## config.mk

```make
export PLATFORM = sky130hd
export DESIGN_NAME = virq_list_unit
export DESIGN_NICKNAME = d
export VERILOG_FILES = /design/src/rtl/virq_pkg.sv /design/src/rtl/virq_lr_slot.sv /design/src/rtl/virq_pick.sv /design/src/rtl/virq_eoi_match.sv /design/src/rtl/virq_list_unit.sv
export SDC_FILE = /design/constraint.sdc
export NUM_CORES = 1
export LEC_CHECK = 0
export ABC_AREA = 1
export ABC_CLOCK_PERIOD_IN_PS = 62400
export BUFFER_PORTS_ARGS = -buffer_cell sky130_fd_sc_hd__clkbuf_2
export CORE_AREA = 2 2 285 287
export CTS_CLUSTER_DIAMETER = 200
export DETAILED_ROUTE_END_ITERATION = 8
export DIE_AREA = 0 0 287 289
export GPL_TIMING_DRIVEN = 0
export PLACE_DENSITY = 0.49
export SYNTH_ARGS = -nofsm -noshare
export SYNTH_HDL_FRONTEND = slang
export SYNTH_SLANG_ARGS = --single-unit
```

## constraint.sdc

```tcl
create_clock -name clk -period 62.4 [get_ports clk]
set_clock_uncertainty 0.1 [all_clocks]
set_input_delay 3.12 -clock clk [delete_from_list [all_inputs] [get_ports clk]]
set_output_delay 3.12 -clock clk [all_outputs]
set_load 0.005 [all_outputs]
```

## src/rtl/virq_pkg.sv

```systemverilog
package virq_pkg;

    localparam int ID_W      = 10;
    localparam int PRIO_W    = 8;
    localparam logic [ID_W-1:0] SPURIOUS_ID = 10'd1023;

    typedef enum logic [1:0] {
        LR_EMPTY = 2'b00,
        LR_PEND  = 2'b01,
        LR_ACT   = 2'b10,
        LR_BOTH  = 2'b11
    } lr_state_e;

    typedef struct packed {
        logic              hw;
        logic              grp;
        logic [PRIO_W-1:0] prio;
        logic [ID_W-1:0]   vid;
        lr_state_e         st;
    } lr_entry_t;

    localparam int LR_W = $bits(lr_entry_t);

    // physically backed entries may not hold pending and active together
    function automatic lr_entry_t sanitize(input lr_entry_t e);
        lr_entry_t r;
        r = e;
        if (e.hw && e.st == LR_BOTH) r.st = LR_PEND;
        return r;
    endfunction

endpackage

```

## src/rtl/virq_lr_slot.sv

```systemverilog
module virq_lr_slot
    import virq_pkg::*;
(
    input  logic      clk,
    input  logic      rst,
    input  logic      wr_en,
    input  lr_entry_t wr_val,
    input  logic      ack_hit,
    input  logic      eoi_hit,
    output lr_entry_t cur
);

    always_ff @(posedge clk) begin
        if (rst) begin
            cur <= '0;
        end else if (wr_en) begin
            cur <= sanitize(wr_val);
        end else if (ack_hit || eoi_hit) begin
            // bit1 = active, bit0 = pending
            cur.st <= lr_state_e'({(cur.st[1] & ~eoi_hit) | ack_hit,
                                   cur.st[0] & ~ack_hit});
        end
    end

    assert_hw_never_both_R3: assert property (@(posedge clk) disable iff (rst)
        cur.hw |-> cur.st != LR_BOTH);

    assert_ack_makes_active_R6: assert property (@(posedge clk) disable iff (rst)
        (ack_hit && !wr_en) |=> (cur.st == LR_ACT));

endmodule

```

## src/rtl/virq_pick.sv

```systemverilog
module virq_pick
    import virq_pkg::*;
#(
    parameter int NUM_LR = 16,
    localparam int IDX_W = $clog2(NUM_LR),
    localparam int CNT_W = $clog2(NUM_LR + 1)
)(
    input  logic                   clk,
    input  logic                   rst,
    input  lr_entry_t [NUM_LR-1:0] lrs,
    input  logic [1:0]             grp_en,
    output logic                   win_valid,
    output logic [IDX_W-1:0]       win_idx,
    output lr_entry_t              win,
    output logic [CNT_W-1:0]       empty_cnt
);

    always_comb begin
        win_valid = 1'b0;
        win_idx   = '0;
        win       = '0;
        empty_cnt = '0;
        for (int i = 0; i < NUM_LR; i++) begin
            if (lrs[i].st == LR_EMPTY) empty_cnt = empty_cnt + CNT_W'(1);
            // strict compare keeps the lowest index on ties
            if (lrs[i].st[0] && grp_en[lrs[i].grp] &&
                (!win_valid || lrs[i].prio < win.prio)) begin
                win_valid = 1'b1;
                win_idx   = IDX_W'(i);
                win       = lrs[i];
            end
        end
    end

    assert_winner_pending_R4: assert property (@(posedge clk) disable iff (rst)
        win_valid |-> (lrs[win_idx].st[0] && grp_en[lrs[win_idx].grp]));

endmodule

```

## src/rtl/virq_eoi_match.sv

```systemverilog
module virq_eoi_match
    import virq_pkg::*;
#(
    parameter int NUM_LR = 16,
    localparam int IDX_W = $clog2(NUM_LR)
)(
    input  lr_entry_t [NUM_LR-1:0] lrs,
    input  logic [ID_W-1:0]        eoi_id,
    output logic                   found,
    output logic [IDX_W-1:0]       idx
);

    always_comb begin
        found = 1'b0;
        idx   = '0;
        for (int i = 0; i < NUM_LR; i++) begin
            if (!found && lrs[i].st[1] && lrs[i].vid == eoi_id) begin
                found = 1'b1;
                idx   = IDX_W'(i);
            end
        end
    end

endmodule

```

## src/rtl/virq_list_unit.sv

```systemverilog
module virq_list_unit
    import virq_pkg::*;
#(
    parameter int NUM_LR    = 16,
    parameter int MAINT_MIN = 2,
    localparam int IDX_W = $clog2(NUM_LR),
    localparam int CNT_W = $clog2(NUM_LR + 1)
)(
    input  logic              clk,
    input  logic              rst,
    input  logic              cfg_we,
    input  logic [IDX_W-1:0]  cfg_idx,
    input  logic [LR_W-1:0]   cfg_wdata,
    output logic [LR_W-1:0]   cfg_rdata,
    input  logic [PRIO_W-1:0] pri_thresh,
    input  logic [1:0]        grp_en,
    input  logic              maint_en,
    input  logic              ack_req,
    output logic [ID_W-1:0]   ack_id,
    input  logic              eoi_req,
    input  logic [ID_W-1:0]   eoi_id,
    output logic              virq_o,
    output logic              vfiq_o,
    output logic              maint_irq
);

    lr_entry_t [NUM_LR-1:0] lrs;
    lr_entry_t              win;
    logic                   win_valid;
    logic [IDX_W-1:0]       win_idx;
    logic [CNT_W-1:0]       empty_cnt;
    logic                   eoi_found;
    logic [IDX_W-1:0]       eoi_idx;
    logic                   fire;
    logic                   eoi_miss;

    genvar g;
    generate
        for (g = 0; g < NUM_LR; g++) begin : g_slot
            virq_lr_slot u_slot (
                .clk     (clk),
                .rst     (rst),
                .wr_en   (cfg_we && cfg_idx == IDX_W'(g)),
                .wr_val  (lr_entry_t'(cfg_wdata)),
                .ack_hit (ack_req && fire && win_idx == IDX_W'(g)),
                .eoi_hit (eoi_req && eoi_found && eoi_idx == IDX_W'(g)),
                .cur     (lrs[g])
            );
        end
    endgenerate

    virq_pick #(.NUM_LR(NUM_LR)) u_pick (
        .clk       (clk),
        .rst       (rst),
        .lrs       (lrs),
        .grp_en    (grp_en),
        .win_valid (win_valid),
        .win_idx   (win_idx),
        .win       (win),
        .empty_cnt (empty_cnt)
    );

    virq_eoi_match #(.NUM_LR(NUM_LR)) u_eoi (
        .lrs    (lrs),
        .eoi_id (eoi_id),
        .found  (eoi_found),
        .idx    (eoi_idx)
    );

    assign fire      = win_valid && (win.prio < pri_thresh);
    assign virq_o    = fire && win.grp;
    assign vfiq_o    = fire && !win.grp;
    assign ack_id    = fire ? win.vid : SPURIOUS_ID;
    assign cfg_rdata = lrs[cfg_idx];

    always_ff @(posedge clk) begin
        if (rst)                         eoi_miss <= 1'b0;
        else if (eoi_req && !eoi_found)  eoi_miss <= 1'b1;
    end

    assign maint_irq = (maint_en && empty_cnt >= CNT_W'(MAINT_MIN)) || eoi_miss;

    assert_lines_exclusive_R5: assert property (@(posedge clk) disable iff (rst)
        !(virq_o && vfiq_o));

    assert_quiet_is_spurious_R6: assert property (@(posedge clk) disable iff (rst)
        !(virq_o || vfiq_o) |-> ack_id == SPURIOUS_ID);

    assert_miss_sticky_R8: assert property (@(posedge clk) disable iff (rst)
        eoi_miss |=> eoi_miss);

    assert_miss_raises_maint_R9: assert property (@(posedge clk) disable iff (rst)
        eoi_miss |-> maint_irq);

endmodule

```

=== After elaboration in Yosys (flattened, before gate mapping) ===
Cells that the tools add are included.

* Register bits after elaboration: 353
* Input port bits: 52
* Output and inout bits: 35
* Word-level logic and storage cells: 651

* Add/subtract/negate cells: 15
* $lt $le $gt $ge: 34
* Eq/ne operators: 62
* Muxes and demuxes: 162
* Bitwise gates (word level): 80
* Reduce and logical (&&, ||, !) cells: 217

{| class="wikitable"
|+ Operators by type and width
! cell !! number
|-
| 21-bit two-way mux || 16
|-
| 10-bit == test || 16
|-
| 8-bit < comparator || 16
|-
| 1-bit logical AND || 118
|-
| 4-bit == test (second input constant) || 24
|-
| 22-bit binary-select mux with 4-bit select || 1
|-
| 5-bit by 1-bit adder with 5-bit output (second input constant) || 15
|-
| 5-bit two-way mux || 15
|-
| 2-bit two-way mux || 37
|-
| 1-bit two-way mux || 67
|-
| 4-bit two-way mux || 16
|-
| 4-bit by 3-bit == test with 1-bit output (second input constant) || 12
|-
| 1-bit AND || 32
|-
| 1-bit logical NOT || 32
|-
| 2-bit logical NOT || 16
|-
| 1-bit logical OR || 32
|-
| 1-bit by 2-bit < comparator with 1-bit output (second input constant) || 16
|-
| 1-bit NOT || 32
|-
| 2-bit nonzero test || 16
|-
| 4-bit by 2-bit == test with 1-bit output (second input constant) || 6
|-
| 3-bit two-way mux || 8
|-
| 22-bit two-way mux || 1
|-
| 1-bit bitwise OR || 16
|-
| 4-bit by 1-bit == test with 1-bit output (second input constant) || 3
|-
| other kinds (5) || 7
|}

=== Depth between registers and ports, before layout ===
Gate-level depths: netlist of run 1.

* Word-level depth: 72
* Depth in mapped cells: 206

=== Cells and area by module ===
A second synthesis of run 1 with hierarchy kept.

* Cell total of the unflattened synthesis: 4671
* Area total of the unflattened synthesis: 29997.5 µm²

{| class="wikitable"
|+ Modules (own cells, without submodules)
! module !! instances !! cells each !! area an instance (µm²) !! seq. area each (µm²)
|-
| virq_lr_slot || 16 || 103 || 937.1 || 440.4
|-
| virq_pick || 1 || 1495 || 7920.1 || 0.0
|-
| virq_list_unit || 1 || 892 || 3801.1 || 20.0
|-
| virq_eoi_match || 1 || 636 || 3281.9 || 0.0
|}

=== Worst setup path after synthesis of run 1 ===
Ideal clock, no wire load.

* Path kind: input port to output port
* Start: input grp_en[1]
* End: output ack_id[0]
* Arrival time: 23.711 ns
* Data required time: 59.180 ns
* Setup slack: 35.469 ns
* Stages: 166
* Cells stage by stage: inv_2 > nand2_1 > o211ai_1 > inv_2 > clkbuf_4 > nand2_1 > ha_1 > a21oi_1 > nor2_1 > nor3_2 > nand2_1 > nand2_2 > nand2_2 > buf_6 > nand2_1 > o21ai_0 > ha_1 > a21oi_1 > [... 130 more ...] > ha_1 > a21oi_1 > nor2_1 > a211oi_1 > nand2_1 > nand2_1 > nand2_2 > buf_4 > buf_2 > nand2_1 > o21ai_0 > ha_1 > nand2_1 > o221a_2 > buf_6 > nand2_2 > inv_4 > o211ai_1

* Longest elaborated chain between the ends: 67
* Elaborated cells between the ends (all ways): 143
* Those cells by class: order compare (16); mux (65); reduce/logical (62)

{| class="wikitable"
|+ RTL lines
! item !! RTL line !! source
|-
| from (decl) || virq_list_unit.sv:16 || <nowiki>input logic [1:0] grp_en,</nowiki>
|-
| 1-bit two-way mux (not written as such) (2 in series) || virq_pick.sv:26 || <nowiki>if (lrs[i].st[0] && grp_en[lrs[i].grp] &&</nowiki>
|-
| 1-bit logical AND || virq_pick.sv:26 ||
|-
| 21-bit two-way mux or 1-bit two-way mux (tied branches) || virq_pick.sv:26 ||
|-
| 8-bit < comparator or 1-bit logical NOT (tied branches) || virq_pick.sv:27 || <nowiki>(!win_valid || lrs[i].prio < win.prio)) begin</nowiki>
|-
| 1-bit logical OR || virq_pick.sv:27 ||
|-
| 1-bit logical AND || virq_pick.sv:26 ||
|-
| 21-bit two-way mux or 1-bit two-way mux (tied branches) || virq_pick.sv:26 ||
|-
| 8-bit < comparator or 1-bit logical NOT (tied branches) || virq_pick.sv:27 ||
|-
| [... 50 more ...] || - ||
|-
| 21-bit two-way mux or 1-bit two-way mux (tied branches) || virq_pick.sv:26 ||
|-
| 8-bit < comparator or 1-bit logical NOT (tied branches) || virq_pick.sv:27 ||
|-
| 1-bit logical OR || virq_pick.sv:27 ||
|-
| 1-bit logical AND || virq_pick.sv:26 ||
|-
| 21-bit two-way mux || virq_pick.sv:26 ||
|-
| 8-bit < comparator || virq_list_unit.sv:70 || <nowiki>assign fire = win_valid && (win.prio < pri_thresh);</nowiki>
|-
| 1-bit logical AND || virq_list_unit.sv:70 ||
|-
| 10-bit two-way mux * || virq_list_unit.sv:73 || <nowiki>assign ack_id = fire ? win.vid : SPURIOUS_ID;</nowiki>
|-
| to (decl) || virq_list_unit.sv:19 || <nowiki>output logic [ID_W-1:0] ack_id,</nowiki>
|}

Every way passes the cells marked *; elsewhere a longest branch is shown, timed or not. The select of a mux whose other input is x is not followed.

=== Final worst setup path of run 1 ===
* Start: input grp_en[1]
* End: output ack_id[5]

The elaborated chain is that of the path after synthesis.

==> results of run 1 <==
-- cell usage in the layout, fill, tap and decap left out, drive strengths merged, types with 65 or more instances in the layout --
cell type / count
a21oi: 316
buf: 65
clkbuf: 324
dfxtp: 353
ha: 113
inv: 424
nand2: 690
nand3: 143
nand4: 76
nor2: 485
o211ai: 100
o21ai: 579
o22ai: 121
-- worst reg2reg max path: cells and delay by family, from the launching register on --
kind | cells | cell delay [ns]
simple gates | 79 | 7.44
compound gates | 43 | 7.34
buf+inv | 29 | 5.79
fa+ha+maj | 16 | 4.85
flops | 1 | 0.52
-- power by group --
part           internal, mW  switching [mW]  leakage [nW]  total, mW
combinational        0.0797           0.146          8.56      0.225
sequential            0.230         0.00435          2.86      0.235
clock                 0.151           0.113         0.689      0.263
-- per-layer routing --
metal	vias to the layer above	part of all wire, %	track usage, %
li1	13700	-	-
met3	224	6.5	3.35
met4	0	5.3	13.3
met2	1068	43	43.9
met1	13500	45	38.9
met5	-	0	0
-- sequential cells by signal (all words and copies together) (netlist names) --
| signal | count |
|---|---|
| g_slot.u_slot.cur | 352 |
| eoi_miss | 1 |
-- worst max-delay path by stage --
stage | endpoint | slack, ns | depth (start not counted)
2_1_floorplan | ack_id[0] | 35.47 | 166
3_3_place_gp | ack_id[5] | 30.75 | 164
3_5_place_dp | ack_id[5] | 30.81 | 166
4_1_cts | ack_id[5] | 30.70 | 168
5_1_grt | ack_id[5] | 27.76 | 168
6_report | ack_id[5] | 30.59 | 170
-- metrics by stage --
stage | worst slack, ns | instances | hold WS [ns] | instance area (µm²)
2_1_floorplan | 35.47 | 3960 | 0.336 | 25400
3_3_place_gp | 30.75 | 5096 | 0.387 | 27100
3_5_place_dp | 30.81 | 5096 | 0.396 | 27100
4_1_cts | 30.70 | 5172 | 0.407 | 28500
5_1_grt | 27.76 | 5172 | 0.424 | 28500
6_report | 30.59 | 5172 | 0.405 | 28500
-- layout make-up --
class                           count  area, µm²  area share, %
Clock buffer                       70       1340           4.71
Multi-Input combinational cell   2920      15400           54.1
Sequential cell                   353       7070           24.8
Buffer                            251       1260           4.42
Clock inverter                      6       58.8          0.206
Inverter                          436       1640           5.75
Tap cell                         1060       1330           4.66
Timing Repair Buffer               76        380           1.34
-- cells by family (layout without fill, tap and decap cells) --
logic type      count (synthesis)  after routing  synth area share (%)
compound gates               1226           1226                  26.9
xor+xnor                       71             71                  2.45
fa+ha+maj                     113            113                  5.57
buf+inv                       687            839                  11.4
flops                         353            353                  27.8
mux                             2              2                0.0887
simple gates                 1508           1508                  25.7
==> results.py, run 1 <==
metrics = {
    "min_path": {
        "holdPathStages": 2,
        "min_from": "g_slot[15].u_slot.cur[15]",
        "holdPathEnd": "g_slot[15].u_slot.cur[15]",
        "hp-class": "reg2reg",
    },
    "synthesis": {
        "ys_seq_area_share_pct": 27.8,
        "yosysTopAreaCellShare_pct": 27.8,
        "synth-seq-cells": 353,
        "yosys-top-cells-area": "dfxtp_1 28%, o21ai_0 11%, nand2_1 9.5%",
        "synthTopCellsByCount": "645 x nand2_1, 579 x o21ai_0, 485 x nor2_1",
        "postSynth.asyncResetShare_pct": 0,
        "yosys_most_used_dff": "dfxtp_1",
        "syn_inst": 3960,
        "yosysWarnings": 0,
        "synthDistinctLibCells": 53,
        "avgSynthCellArea_um2": 6.41,
        "syn_nets": 4125,
        "yosys.area.top_type": "dfxtp_1",
        "synth_area_mm2": 0.0254,
        "post-synth-top-count-cell": "nand2_1",
        "synth_edf_count": 0,
    },
    "worst_setup_path": {
        "startpoint_type": "input port",
        "slowest_stage": "clkbuf_1",
        "cp-startpoint": "grp_en[1]",
        "reg2reg_from": "g_slot[0].u_slot.cur[0]",
        "crit_type": "in2out",
        "path_buf_inv": 32,
        "max_stage_delay_ns": 0.48,
        "crit_path_frequent_cell": "nand2_1",
        "end_kind": "primary output",
        "rr_worst_depth": 167,
        "required_ns": 59.18,
        "cp_data_arrival_time_ns": 28.59,
        "r2r_setup_slack_ns": 36.19,
        "reg2reg_to": "g_slot[1].u_slot.cur[0]",
        "cp_top_family": "compound AO/OA/AOI/OAI gates",
        "critPathMaxFanout": 10,
    },
    "run": {
        "cap_violations": 0,
    },
    "detailed_routing": {
        "wl_um": 120000,
        "drt_iter0_markers": 2989,
        "viasPerCell": 5.51,
        "vias": 28500,
        "dr.pass1.iters": 6,
        "drc_errors": 0,
        "drtAntennaViolNets": 0,
        "wl_per_cell_um": 23.2,
    },
    "run_status": {
        "status": "completed",
    },
    "finish": {
        "antenna_cells": 0,
        "fillCellCount": 8965,
        "nNetsFinal": 4248,
        "syn2layout_area_growth_pct": 12.2,
        "final_core_util_pct": 35.7,
        "layout-drive-gt1-share_pct": 6.69,
    },
    "timing": {
        "finalCritPeriodShare_pct": 51.0,
        "tightest_slew_ns": 1.36,
        "slew-limit-headroom_pct": 9.57,
        "tns_ns": 0,
        "setup_viol": 0,
        "rsz0062_at_grt": "no",
        "hold_violations": 0,
        "fmax_mhz": 31.4,
        "drv_slew": 0,
        "fin_crit_ns": 31.81,
    },
    "clocking": {
        "clockBufferDepth": 3,
        "insertion_delay_ns": 0.60,
        "cts.sinks": 353,
        "post_cts_resized": 0,
        "cts.reportedPaths.clkPinSlew_ns": 0.06,
        "numCtsBuffers": 45,
        "cts_tree": "done",
        "cts_root_buffer": "clkbuf_16",
        "cts_htree_levels": 2,
        "postCtsSetupRepairBufs": 0,
        "hold_buffers": 0,
    },
    "floorplanning": {
        "dieWidth_um": 287,
        "dieArea_mm2": 0.0829,
        "fp.dieH_um": 289,
        "row_count": 104,
        "start_util_pct": 31.8,
        "io_pins": 87,
        "core_area_mm2": 0.0799,
    },
    "global_route": {
        "first_global_vias": 26500,
        "antenna_found_initial": 0,
        "grt_pass1_wl_um": 174000,
        "track_usage_pct": 28.3,
        "grt_max_degree": 12,
        "overflow": 0,
    },
    "power_and_ir_drop": {
        "p_leak_nw": 12.1,
        "ir_drop_v": 0.0000224,
        "finalPower_uw": 724,
        "power_density_mw_per_mm2": 25.4,
    },
    "place": {
        "gp_congestion": 0.984,
        "io_buffers": 76,
        "dp_hpwl_um": 96300,
    },
}
No activity file was read; power rests on OpenSTA's default activity.
==> run 2: changes to the inputs <==
ABC_CLOCK_PERIOD_IN_PS = 28600   (was 62400)
PLACE_DENSITY = 0.51   (was 0.49)
clock period = 28.6 ns   (was 62.4 ns; I/O delays follow)
==> run 2 against run 1 <==
Non-clock buffer count rose by 2. Worst setup slack got worse by 28 ns. First-iteration DRC count rose by 0.67%. Register-to-register slack got worse by 32 ns. Flip-flop and latch count did not move. Utilization rose by 0.30 points. Hold slack got worse by 0.00099 ns. Global-route usage fell by 0.15 points. Clock-buffer cell count rose by 1. Via count rose by 0.35%. Power rose by 120%. Die area did not move.
==> results.py, run 2 (same netlist as run 1, synthesis figures left out) <==
metrics = {
    "floorplanning": {
        "dieWidth_um": 287,
        "io_pins": 87,
        "start_util_pct": 31.8,
        "dieArea_mm2": 0.0829,
        "core_area_mm2": 0.0799,
        "fp.dieH_um": 289,
        "row_count": 104,
    },
    "place": {
        "gp_congestion": 0.979,
        "dpl-instance-area_mm2": 0.0271,
        "dp_hpwl_um": 95500,
        "io_buffers": 76,
    },
    "finish": {
        "layout_common_cells": "644 x nand2_1, 559 x o21ai_0, 485 x nor2_1",
        "syn2layout_area_growth_pct": 13.2,
        "antenna_cells": 0,
        "final_common_cell": "nand2_1",
        "finish.instance_area_mm2": 0.0287,
        "largest_reg_flops": 352,
        "reg_top3": "g_slot.u_slot.cur x352, eoi_miss x1",
        "max_flop_register": "g_slot.u_slot.cur",
        "fillCellCount": 8951,
        "nNetsFinal": 4250,
        "layout-drive-gt1-share_pct": 7.52,
    },
    "worst_setup_path": {
        "reg2reg_from": "g_slot[0].u_slot.cur[0]",
        "end_kind": "primary output",
        "startpoint_type": "input port",
        "crit_path_frequent_cell": "nand2_1",
        "path_buf_inv": 31,
        "slowest_stage": "ha_1",
        "critPathMaxFanout": 10,
        "cp_data_arrival_time_ns": 24.78,
        "crit_type": "in2out",
        "cp_top_family": "simple AND/OR/NAND/NOR gates",
        "max_stage_delay_ns": 0.35,
        "reg2reg_to": "g_slot[2].u_slot.cur[0]",
        "required_ns": 27.07,
        "r2r_setup_slack_ns": 4.52,
        "rr_worst_depth": 168,
    },
    "global_route": {
        "antenna_found_initial": 2,
        "grt_max_degree": 12,
        "grt_pass1_wl_um": 174000,
        "first_global_vias": 26500,
        "track_usage_pct": 28.1,
        "overflow": 0,
    },
    "min_path": {
        "hp-class": "reg2reg",
        "holdPathStages": 2,
        "holdPathEnd": "g_slot[15].u_slot.cur[14]",
        "min_from": "g_slot[15].u_slot.cur[14]",
    },
    "timing": {
        "fin_crit_ns": 26.31,
        "setup_viol": 0,
        "tightest_slew_ns": 1.22,
        "drv_slew": 0,
        "hold_violations": 0,
        "finalCritPeriodShare_pct": 92.0,
        "slew-limit-headroom_pct": 18.4,
        "fmax_mhz": 38.0,
    },
    "power_and_ir_drop": {
        "power_density_mw_per_mm2": 55.7,
        "finalPower_mw": 1.60,
        "ir_drop_v": 0.0000491,
        "p_leak_nw": 12.2,
    },
    "detailed_routing": {
        "wl_um": 119000,
        "viasPerCell": 5.52,
        "wl_per_cell_um": 23.1,
        "drt_iter0_markers": 3009,
        "dr.pass1.iters": 6,
        "vias": 28600,
        "drtAntennaViolNets": 0,
        "drc_errors": 0,
    },
    "clocking": {
        "cts_tree": "done",
        "insertion_delay_ns": 0.61,
        "hold_buffers": 0,
        "cts_root_buffer": "clkbuf_16",
        "cts_htree_levels": 2,
        "cts.reportedPaths.clkPinSlew_ns": 0.06,
        "cts.sinks": 353,
        "numCtsBuffers": 45,
        "clockBufferDepth": 3,
    },
    "run_status": {
        "status": "completed",
    },
    "run": {
        "cap_violations": 0,
    },
}
run 2: per-layer routing:
layer / up-vias / global-route usage, % / part of all wire (%)
li1: 13700 / - / -
met1: 13500 / 38.7 / 45
met2: 1157 / 43.2 / 43
met3: 228 / 3.24 / 6.6
met4: 0 / 14.6 / 5.6
met5: - / 0 / 0
run 2: per-stage QoR:
stage | setup slack (ns) | utilization, % | setup TNS [ns] | instances | hold WS [ns]
floorplan | 5.05 | - | 0 | 3960 | 0.336
detailed placement | 0.372 | 33.9 | 0 | 5096 | 0.393
global route | -0.00248 | 36.0 | -0.00248 | 5181 | 0.420
finish | 2.29 | 36.0 | 0 | 5181 | 0.404
global placement | 0.353 | 33.9 | 0 | 5096 | 0.386
CTS | 0.241 | 35.8 | 0 | 5179 | 0.401
run 2: tightest hold or removal path, delay by kind of cell, from the launching register on:
family                 cells  cell delay [ns]
DFF                        1             0.33
buffers and inverters      1             0.07
AOI/OAI and AO/OA          1             0.06
run 2: power by group:
group          leakage (nW)  total (mW)  switching (mW)  internal (mW)
Sequential             2.86       0.512         0.00945          0.503
Combinational          8.61       0.493           0.318          0.175
Clock                 0.736       0.595           0.252          0.344
run 2: worst max-delay path by stage:
stage	from	endpoint	cells after the start
2_1_floorplan	grp_en[1]	ack_id[0]	166
3_3_place_gp	grp_en[1]	ack_id[6]	165
3_5_place_dp	grp_en[1]	ack_id[5]	165
4_1_cts	grp_en[1]	ack_id[6]	165
5_1_grt	grp_en[1]	ack_id[7]	176
6_report	grp_en[1]	ack_id[6]	171
run 2: what timing repair did:
item	in CTS	in global routing
endpoints found under the setup margin	0	44
buffers inserted	0	2
resized for setup	0	65
run 2: final cells by class:
cell class | instances | area [µm²] | share of cell area (%)
Inverter | 436 | 1650 | 5.73
Clock inverter | 12 | 97.6 | 0.340
Tap cell | 1060 | 1330 | 4.62
Timing Repair Buffer | 78 | 395 | 1.38
Buffer | 251 | 1290 | 4.49
Clock buffer | 71 | 1400 | 4.86
Sequential cell | 353 | 7070 | 24.6
Multi-Input combinational cell | 2920 | 15500 | 54.0
